$ cat src/rtl/rtalarm_pkg.sv
package rtalarm_pkg;
   typedef enum logic [1:0] {
      WORD_MODE   = 2'd0,
      WORD_ALARM  = 2'd1,
      WORD_COUNT  = 2'd2,
      WORD_STATUS = 2'd3
   } word_sel_e;

   localparam int unsigned ST_ALARM_IDX = 0;
   localparam int unsigned ST_INC_IDX   = 1;
   localparam int unsigned ST_W         = 2;
endpackage

$ cat src/rtl/rtalarm_prescaler.sv
module rtalarm_prescaler #(
   parameter int unsigned PRE_W = 16
) (
   input  logic             clk,
   input  logic             rst_n,
   input  logic [PRE_W-1:0] presc,
   input  logic             restart,
   output logic             tick
);
   logic [PRE_W-1:0] div_q;
   logic             running;
   logic [PRE_W-1:0] last_val;

   assign running  = (presc != '0);
   assign last_val = presc - PRE_W'(1);
   assign tick     = running && (div_q >= last_val) && !restart;

   always_ff @(posedge clk) begin
      if (!rst_n) begin
         div_q <= '0;
      end else if (restart || tick) begin
         div_q <= '0;
      end else if (running) begin
         div_q <= div_q + PRE_W'(1);
      end
   end


   presc_zero_hold_chk: assert property (@(posedge clk) disable iff (!rst_n)
      (presc == '0 && !restart) |=> $stable(div_q));
endmodule

$ cat src/rtl/rtalarm_counter.sv
module rtalarm_counter #(
   parameter int unsigned CNT_W = 32
) (
   input  logic             clk,
   input  logic             rst_n,
   input  logic             tick,
   input  logic             restart,
   input  logic [CNT_W-1:0] alarm,
   output logic [CNT_W-1:0] count,
   output logic             alarm_hit
);
   logic [CNT_W-1:0] cnt_q;
   logic [CNT_W-1:0] cnt_nxt;

   assign cnt_nxt   = cnt_q + CNT_W'(1);
   assign alarm_hit = tick && (cnt_nxt == alarm);
   assign count     = cnt_q;

   always_ff @(posedge clk) begin
      if (!rst_n) begin
         cnt_q <= '0;
      end else if (restart) begin
         cnt_q <= '0;
      end else if (tick) begin
         cnt_q <= cnt_nxt;
      end
   end


   restart_clear_chk: assert property (@(posedge clk) disable iff (!rst_n)
      restart |=> (cnt_q == '0));


   cnt_step_chk: assert property (@(posedge clk) disable iff (!rst_n)
      (!$past(restart) && cnt_q != $past(cnt_q)) |-> (cnt_q == $past(cnt_q) + CNT_W'(1)));
endmodule

$ cat src/rtl/rtalarm_regs.sv
module rtalarm_regs
   import rtalarm_pkg::*;
#(
   parameter int unsigned        PRE_W     = 16,
   parameter int unsigned        CNT_W     = 32,
   parameter int unsigned        DATA_W    = 32,
   parameter logic [PRE_W-1:0]   RST_PRESC = 16'h8000,
   parameter bit                 IRQ_REG   = 1'b0
) (
   input  logic              clk,
   input  logic              rst_n,
   input  logic              bus_sel,
   input  logic              bus_wr,
   input  logic [1:0]        bus_word,
   input  logic [DATA_W-1:0] bus_wdata,
   output logic [DATA_W-1:0] bus_rdata,
   input  logic [CNT_W-1:0]  count,
   input  logic              tick,
   input  logic              alarm_hit,
   output logic [PRE_W-1:0]  presc,
   output logic [CNT_W-1:0]  alarm,
   output logic              restart,
   output logic              irq
);
   localparam int unsigned EN_ALM_BIT  = PRE_W;
   localparam int unsigned EN_INC_BIT  = PRE_W + 1;
   localparam int unsigned RESTART_BIT = PRE_W + 2;

   word_sel_e        sel;
   logic             wr_mode, wr_alarm, rd_status;
   logic             en_alm_q, en_inc_q;
   logic [PRE_W-1:0] presc_q;
   logic [CNT_W-1:0] alarm_q;
   logic [ST_W-1:0]  status_q, ev, status_nxt;
   logic             irq_c;

   assign sel       = word_sel_e'(bus_word);
   assign wr_mode   = bus_sel && bus_wr && (sel == WORD_MODE);
   assign wr_alarm  = bus_sel && bus_wr && (sel == WORD_ALARM);
   assign rd_status = bus_sel && !bus_wr && (sel == WORD_STATUS);
   assign restart   = wr_mode && bus_wdata[RESTART_BIT];

   always_ff @(posedge clk) begin
      if (!rst_n) begin
         presc_q  <= RST_PRESC;
         en_alm_q <= 1'b0;
         en_inc_q <= 1'b0;
      end else if (wr_mode) begin
         presc_q  <= bus_wdata[PRE_W-1:0];
         en_alm_q <= bus_wdata[EN_ALM_BIT];
         en_inc_q <= bus_wdata[EN_INC_BIT];
      end
   end

   always_ff @(posedge clk) begin
      if (!rst_n) begin
         alarm_q <= '1;
      end else if (wr_alarm) begin
         alarm_q <= bus_wdata[CNT_W-1:0];
      end
   end

   always_comb begin
      ev               = '0;
      ev[ST_ALARM_IDX] = alarm_hit;
      ev[ST_INC_IDX]   = tick;
      status_nxt       = (rd_status ? '0 : status_q) | ev;
   end

   always_ff @(posedge clk) begin
      if (!rst_n) status_q <= '0;
      else        status_q <= status_nxt;
   end

   assign irq_c = (status_q[ST_ALARM_IDX] && en_alm_q) ||
                  (status_q[ST_INC_IDX]   && en_inc_q);

   generate
      if (IRQ_REG) begin : g_irq_reg
         logic irq_q;
         always_ff @(posedge clk) begin
            if (!rst_n) irq_q <= 1'b0;
            else        irq_q <= irq_c;
         end
         assign irq = irq_q;
      end else begin : g_irq_comb
         assign irq = irq_c;
      end
   endgenerate

   always_comb begin
      bus_rdata = '0;
      unique case (sel)
         WORD_MODE: begin
            bus_rdata[PRE_W-1:0] = presc_q;
            bus_rdata[EN_ALM_BIT] = en_alm_q;
            bus_rdata[EN_INC_BIT] = en_inc_q;
         end
         WORD_ALARM:  bus_rdata[CNT_W-1:0] = alarm_q;
         WORD_COUNT:  bus_rdata[CNT_W-1:0] = count;
         WORD_STATUS: bus_rdata[ST_W-1:0]  = status_q;
         default:     bus_rdata = '0;
      endcase
   end

   assign presc = presc_q;
   assign alarm = alarm_q;


   st_clear_chk: assert property (@(posedge clk) disable iff (!rst_n)
      (rd_status && !tick && !alarm_hit) |=> (status_q == '0));


   inc_keep_chk: assert property (@(posedge clk) disable iff (!rst_n)
      tick |=> status_q[ST_INC_IDX]);


   alarm_keep_chk: assert property (@(posedge clk) disable iff (!rst_n)
      alarm_hit |=> status_q[ST_ALARM_IDX]);
endmodule

$ cat src/rtl/rtalarm_timer.sv
module rtalarm_timer #(
   parameter int unsigned      PRE_W     = 16,
   parameter int unsigned      CNT_W     = 32,
   parameter logic [PRE_W-1:0] RST_PRESC = 16'h8000,
   parameter bit               IRQ_REG   = 1'b0
) (
   input  logic        clk,
   input  logic        rst_n,
   input  logic        bus_sel,
   input  logic        bus_wr,
   input  logic [1:0]  bus_word,
   input  logic [31:0] bus_wdata,
   output logic [31:0] bus_rdata,
   output logic        irq
);
   localparam int unsigned DATA_W = 32;

   generate
      if (PRE_W < 1 || PRE_W + 3 > DATA_W) begin : g_bad_pre
         $error("PRE_W must leave room for three mode bits");
      end
      if (CNT_W < 1 || CNT_W > DATA_W) begin : g_bad_cnt
         $error("CNT_W must fit the data bus");
      end
   endgenerate

   logic [PRE_W-1:0] presc;
   logic [CNT_W-1:0] alarm, count;
   logic             restart, tick, alarm_hit;

   rtalarm_regs #(
      .PRE_W(PRE_W), .CNT_W(CNT_W), .DATA_W(DATA_W),
      .RST_PRESC(RST_PRESC), .IRQ_REG(IRQ_REG)
   ) u_regs (
      .clk(clk), .rst_n(rst_n),
      .bus_sel(bus_sel), .bus_wr(bus_wr), .bus_word(bus_word),
      .bus_wdata(bus_wdata), .bus_rdata(bus_rdata),
      .count(count), .tick(tick), .alarm_hit(alarm_hit),
      .presc(presc), .alarm(alarm), .restart(restart), .irq(irq)
   );

   rtalarm_prescaler #(.PRE_W(PRE_W)) u_pre (
      .clk(clk), .rst_n(rst_n), .presc(presc), .restart(restart), .tick(tick)
   );

   rtalarm_counter #(.CNT_W(CNT_W)) u_cnt (
      .clk(clk), .rst_n(rst_n), .tick(tick), .restart(restart),
      .alarm(alarm), .count(count), .alarm_hit(alarm_hit)
   );
endmodule

$ cat config.mk
export PLATFORM = sky130hd
export DESIGN_NAME = rtalarm_timer
export DESIGN_NICKNAME = d
export VERILOG_FILES = /design/src/rtl/rtalarm_pkg.sv /design/src/rtl/rtalarm_prescaler.sv /design/src/rtl/rtalarm_counter.sv /design/src/rtl/rtalarm_regs.sv /design/src/rtl/rtalarm_timer.sv
export SDC_FILE = /design/constraint.sdc
export NUM_CORES = 1
export LEC_CHECK = 0
export ABC_AREA = 1
export ABC_CLOCK_PERIOD_IN_PS = 4600
export BUFFER_PORTS_ARGS = -buffer_cell sky130_fd_sc_hd__buf_2
export CAP_MARGIN = 20
export CORE_MARGIN = 2
export CORE_UTILIZATION = 40
export CTS_BUF_LIST = sky130_fd_sc_hd__clkbuf_16
export DETAILED_ROUTE_END_ITERATION = 10
export MAX_ROUTING_LAYER = met4
export PLACE_DENSITY = 0.65
export SYNTH_ARGS = -nofsm -noshare
export SYNTH_HDL_FRONTEND = slang
export SYNTH_HIERARCHICAL = 1
export SYNTH_SLANG_ARGS = --single-unit
$ cat constraint.sdc
create_clock -name clk -period 4.6 [get_ports clk]
set_input_delay 0.92 -clock clk [delete_from_list [all_inputs] [get_ports clk]]
set_output_delay 0.92 -clock clk [all_outputs]
set_load 0.1 [all_outputs]
======== After elaboration in Yosys (flattened, before gate mapping) ========
Index checks and enable logic that the tools add are counted.
word-level totals
  flip-flop bits (word level) ............. 100
  input bits .............................. 38
  output and inout bits ................... 33
cells by class
  add/subtract/negate cells ............... 3
  order comparisons ....................... 1
  eq/ne operators ......................... 4
  muxes and demuxes ....................... 4
  bitwise operators ....................... 2
  reduce and logical (&&, ||, !) cells .... 19
operators by type and width
  operator                                             count
  one-hot mux 16 bit (3 select lines)                  1
  adder 32 x 1 -> 32 bit, second input constant        1
  equality test 32 bit                                 1
  one-hot mux 14 bit (2 select lines)                  1
  adder 16 x 1 -> 16 bit, second input constant        1
  >= comparator 16 bit                                 1
  nonzero test 16 bit                                  1
  subtractor 16 x 1 -> 16 bit, second input constant   1
  logical AND 1 bit                                    11
  one-hot mux 2 bit (4 select lines)                   1
  equality test 2 bit, second input constant           2
  OR reduction 2 bit                                   2
  equality test 2 x 1 -> 1 bit, second input constant  1
  logical NOT 1 bit                                    2
  logical NOT 2 bit                                    1
  logical OR 1 bit                                     2
  two-way mux 2 bit                                    1
  OR 2 bit                                             1
  inverter 1 bit                                       1

======== Depth between registers and ports, before layout ========
  depth after elaboration ................. 7
  mapped depth ............................ 30
  mapped depth without buffers ............ 29

======== Modules after synthesis ========
The synthesis kept the hierarchy.
by module, submodules not included
  module             instances  cells each  area an instance (um^2)  sequential area each (um^2)
  rtalarm_counter    1          530         2914.0                   640.6
  rtalarm_regs       1          417         2712.6                   1041.0
  rtalarm_prescaler  1          293         1761.7                   320.3

======== Worst setup path after synthesis ========
No wires, ideal clock.
  path type ............................... input-to-output
  from .................................... input port bus_word[0]
  to ...................................... output port bus_rdata[0]
  arrival time ............................ 3.301 ns
  required time ........................... 3.680 ns
  path slack .............................. 0.379 ns
  stages .................................. 4
  buffers on the path ..................... 0
  cell sequence ........................... inv_1 > ha_1 > inv_1 > o21ai_0
between the ends
  word-level cells in the longest chain between the ends .. 2
ends and longest elaborated chain
  what                                               RTL line             source
  start: declaration                                 rtalarm_timer.sv:11  input logic [1:0] bus_word,
  equality test 2 bit, or another cell as far along  rtalarm_regs.sv:93   unique case (sel)
  one-hot mux 2 bit (4 select lines) *               rtalarm_regs.sv:93
  end: declaration                                   rtalarm_timer.sv:13  output logic [31:0] bus_rdata,
Every way passes the cells marked *; elsewhere a longest branch is shown, timed or not.

======== Worst setup path after layout ========
  from .................................... input port bus_word[0]
  to ...................................... output port bus_rdata[18]
between the ends
  word-level cells in the longest chain between the ends .. 2
ends and longest elaborated chain
  what                                                                        RTL line
  equality test 2 bit / equality test 2 x 1 -> 1 bit (equally long branches)  rtalarm_regs.sv:93
  one-hot mux 14 bit (2 select lines) *                                       rtalarm_regs.sv:93
Marked as above.

==> results by stage <==
Run status:
- The flow ran to the end, and the final reports show no timing, DRC or antenna violations.

Clocking:
- The level count of the clock H-tree is 3.
- In this run, post-CTS hold repair placed 0 buffers.
- Post-CTS repair changed the size of 0 cells.
- The post-CTS setup buffer count is 0.
- The TritonCTS clock tree is built.
- The later pin in the worst-skew pair is clocked with a latency of 360 ps.
- The largest buffer count on any clock path is 2.
- CTS saw 100 sinks.
- Counting the buffers created by CTS gives 9.
- The cell chosen for the clock root is clkbuf_16.
- After clock tree synthesis, the clock-pin slew on the worst setup and hold paths is 70 ps.

Power and ir drop:
- The share of total power dissipated in the clock network is 0.392.
- The standby leakage power is 0.00424 µW.
- Of the total power, registers draw 0.426.
- The part of the power in combinational logic is 0.182.
- The analysis attributes to net switching a power of 672 µW.
- The design draws 2130 µW.
- Of the total power, the share spent switching nets is 0.316.
- The worst voltage drop across the vdd grid is 0.220 mV.
- Dividing total power by cell area gives a power density of 259 mW/mm².
- The internal power component is 1450 µW.

Timing:
- The top achievable clock speed is 261 MHz.
- The clock period could shrink to 3830 ps.
- The worst relative slew slack is 0.348.
- Setup repair after global routing left no endpoint under its margin.
- The number of max-slew violations in the final report is 0.
- For the final database, setup skew stands at 9.21 ps.
- The number of failing setup endpoints in the final timing report is 0.
- The final cycle utilization of the critical path is 0.833.
- The setup TNS after final layout is 0 ps.
- The count of endpoints failing hold in the final timing report is 0.
- The transition time at the pin with the least slew margin is 978 ps.

Synth:
- After technology mapping, the gate count stands at 1240.
- In this run, synthesis produced a sequential element count of 100.
- The mapped netlist covers 0.00739 mm².
- The post-synthesis average cell area is 5.96 µm².
- The share of the yosys chip area belonging to registers is 0.271.
- The Yosys step of the flow raised 6 warnings.
- Synthesis instantiated 32 different standard cells from the library.
- The net count after synthesis is 1303.

Critical path:
- In this run the critical register-to-register path is launched from u_regs/presc[5].
- The critical path start-end classification is in -> out.
- STA classifies the critical path endpoint as a primary output.
- The cell occurring most often along the worst timing path is buf_2.
- Data arrives at the worst endpoint at 2910 ps.
- The largest delay contributor family on the critical path is buffers and inverters.
- The critical-path cell with the highest stage delay is ha_1.
- The critical path starts at bus_word[0].
- In this run the worst path has a maximum fanout of 17.
- Together, buffers and inverters on the worst path number 4.
- The critical path goes through buf_2 > inv_1 > ha_1 > buf_4 > nand2_1 > a21oi_1 > buf_2.
- The type of origin of the critical path is a primary input.
- The required arrival time at the worst endpoint is 3680 ps.
- The largest stage delay on the critical path is 720 ps.

Die:
- The die is 140 µm tall.
- The initial utilization of the core area, before any placement, comes to 0.410.
- The count of pins on the block boundary is 71.
- The die covers 0.0196 mm².
- In this run the core area contains 49 standard-cell rows.
- The floorplan step defined a core boundary enclosing 0.0180 mm².
- The floorplan die width is 140 µm.

Cells and area:
- The count of nets after finishing is 1346.
- In the final layout, the share of cells above drive strength 1 is 0.0994.
- Leaving out fill and tap cells, the most frequent cells in the layout are nand2_1, inv_1, nand3_1, nor2_1, dfxtp_1.
- Once layout is complete, the cells apart from fillers number 1517.
- The most common cell after layout, fill and taps aside is nand2_1.
- The number of antenna diodes in the final layout is 0.
- The area growth from synthesis to layout is 11.1%.
- The area of all placed cells without fillers is 0.00821 mm².

Run:
- The tool flagged a number of max-cap violations equal to 0.

Detailed routing:
- The count of antenna-violating nets left after detailed routing is 0.
- The final layout contains routed wiring with a total length of 22.5 mm.
- The average detailed-routed wire length per instance is 14.8 µm.
- The first routing iteration left 628 violations.
- The via density per instance is 5.19.
- For this run, design rule violations remaining after detail routing come to 0.
- The number of detailed-routing iterations run before antenna repair is 7.
- The detailed router placed 7867 vias in this run.

GRT:
- The global-route wire length before repair is 35.9 mm.
- Entering global routing, the biggest net connects 51 pins.
- For this run the aggregate overflow at the end of global routing stands at 0.
- In the global route stage, overall resource usage came out at 0.234.
- The number of antenna violations at the first check in global routing is 0.
- The via count of the first global-routing pass is 7025.

Place:
- The post-placement cell count is 1501.
- The number of buffers inserted by port buffering is 70.
- The wire-length estimate of the detail-placed layout is 16.9 mm.
- The standard cell area after detailed placement is 0.00790 mm².
- The global placement routability congestion is 0.916.

Min path:
- The beginning of the worst hold path is u_regs/status_q[1].
- The path class of the tightest hold or removal check is reg -> reg.
worst register-to-register path, stage by stage (launching register included):
cell and delay (ps):
dfxtp_1 350, or2_2 320, nor2_1 100, nand2_1 110
nor3_1 280, nand4_1 130, nand2_1 90, inv_1 40
ha_1 280, nand2_1 90, o21ai_0 180, a21oi_1 60
nand2_1 100, nand2_1 100, nor2_2 150, nand3_1 90
nor2_1 100, nand3_1 80, nor2_1 120, nand2_1 60
nor2_1 90, nand2_1 60, nor2_1 100, nand3_1 70
nor2_1 90, inv_1 40, a21oi_1 120
power by group through the flow:
stage	Clock, µW	Combinational, µW	Sequential [µW]
floorplan	0	301	915
global placement	0	381	925
detailed placement	0	384	925
CTS	849	385	905
global route	882	421	907
finish	833	387	905
registers in the layout (all words and copies together) (netlist names):
register and cells:
u_cnt/count 32, u_regs/alarm 32, u_regs/presc 16, u_regs/en_inc_q 1
u_regs/status_q 2, u_regs/en_alm_q 1, u_pre/div_q 16
layer usage:
metal | global-route usage | wire (µm) | up-vias | share of wire
li1 | - | - | 4020 | -
met1 | 0.322 | 10800 | 3557 | 0.48
met2 | 0.355 | 9800 | 264 | 0.44
met3 | 0.0376 | 1400 | 26 | 0.062
met4 | 0.0668 | 447 | 0 | 0.020
met5 | - | 0 | - | 0
cell families after synthesis:
logic type / after synthesis / share of synthesized area
and+or+nand+nor: 747 / 0.448
buffers and inverters: 228 / 0.122
AOI/OAI and AO/OA: 112 / 0.0794
DFF: 100 / 0.271
xor gates and xnor gates: 28 / 0.0369
adders and majority gates: 25 / 0.0423
cells in the mapped netlist (all sizes together):
cell type | number | share of area
xnor2 | 6 | 0.0071
nand3b | 9 | 0.0091
o21ai | 36 | 0.024
nand2 | 404 | 0.21
clkinv | 2 | 0.0010
ha | 25 | 0.042
and2 | 3 | 0.0025
dfxtp | 100 | 0.27
xor2 | 20 | 0.024
nor2 | 129 | 0.077
xnor3 | 2 | 0.0061
clkbuf | 22 | 0.011
nand4 | 57 | 0.048
a21oi | 66 | 0.045
o211ai | 9 | 0.0091
nand3 | 135 | 0.093
inv | 177 | 0.090
nor3 | 8 | 0.0069
buf | 27 | 0.020
a22o | 1 | 0.0012
or2 | 2 | 0.0020
path summary, 6_finish.rpt:
kind                            cells after the start  slack (ps)            endpoint
worst max-delay path                                7         770       bus_rdata[18]
worst min-delay path                                2         490  u_regs/status_q[1]
worst max register to register                     26        1120  u_regs/status_q[0]
worst min register to register                      2         490  u_regs/status_q[1]
per-stage QoR:
stage	worst slack, ps	hold slack [ps]	utilization
global route	667	513	0.456
finish	769	488	0.456
global placement	789	477	0.438
detailed placement	799	480	0.438
floorplan	379	453	-
CTS	794	487	0.456
cell type report:
cell class                      instances  area [µm²]
Tap cell                              229         287
Fill cell                            1963        9810
Timing Repair Buffer                   81         445
Multi-Input combinational cell        912        4490
Inverter                              179         672
Clock buffer                            9         225
Clock inverter                          7        90.1
Sequential cell                       100        2000
Power figures use the tool's default switching activity.
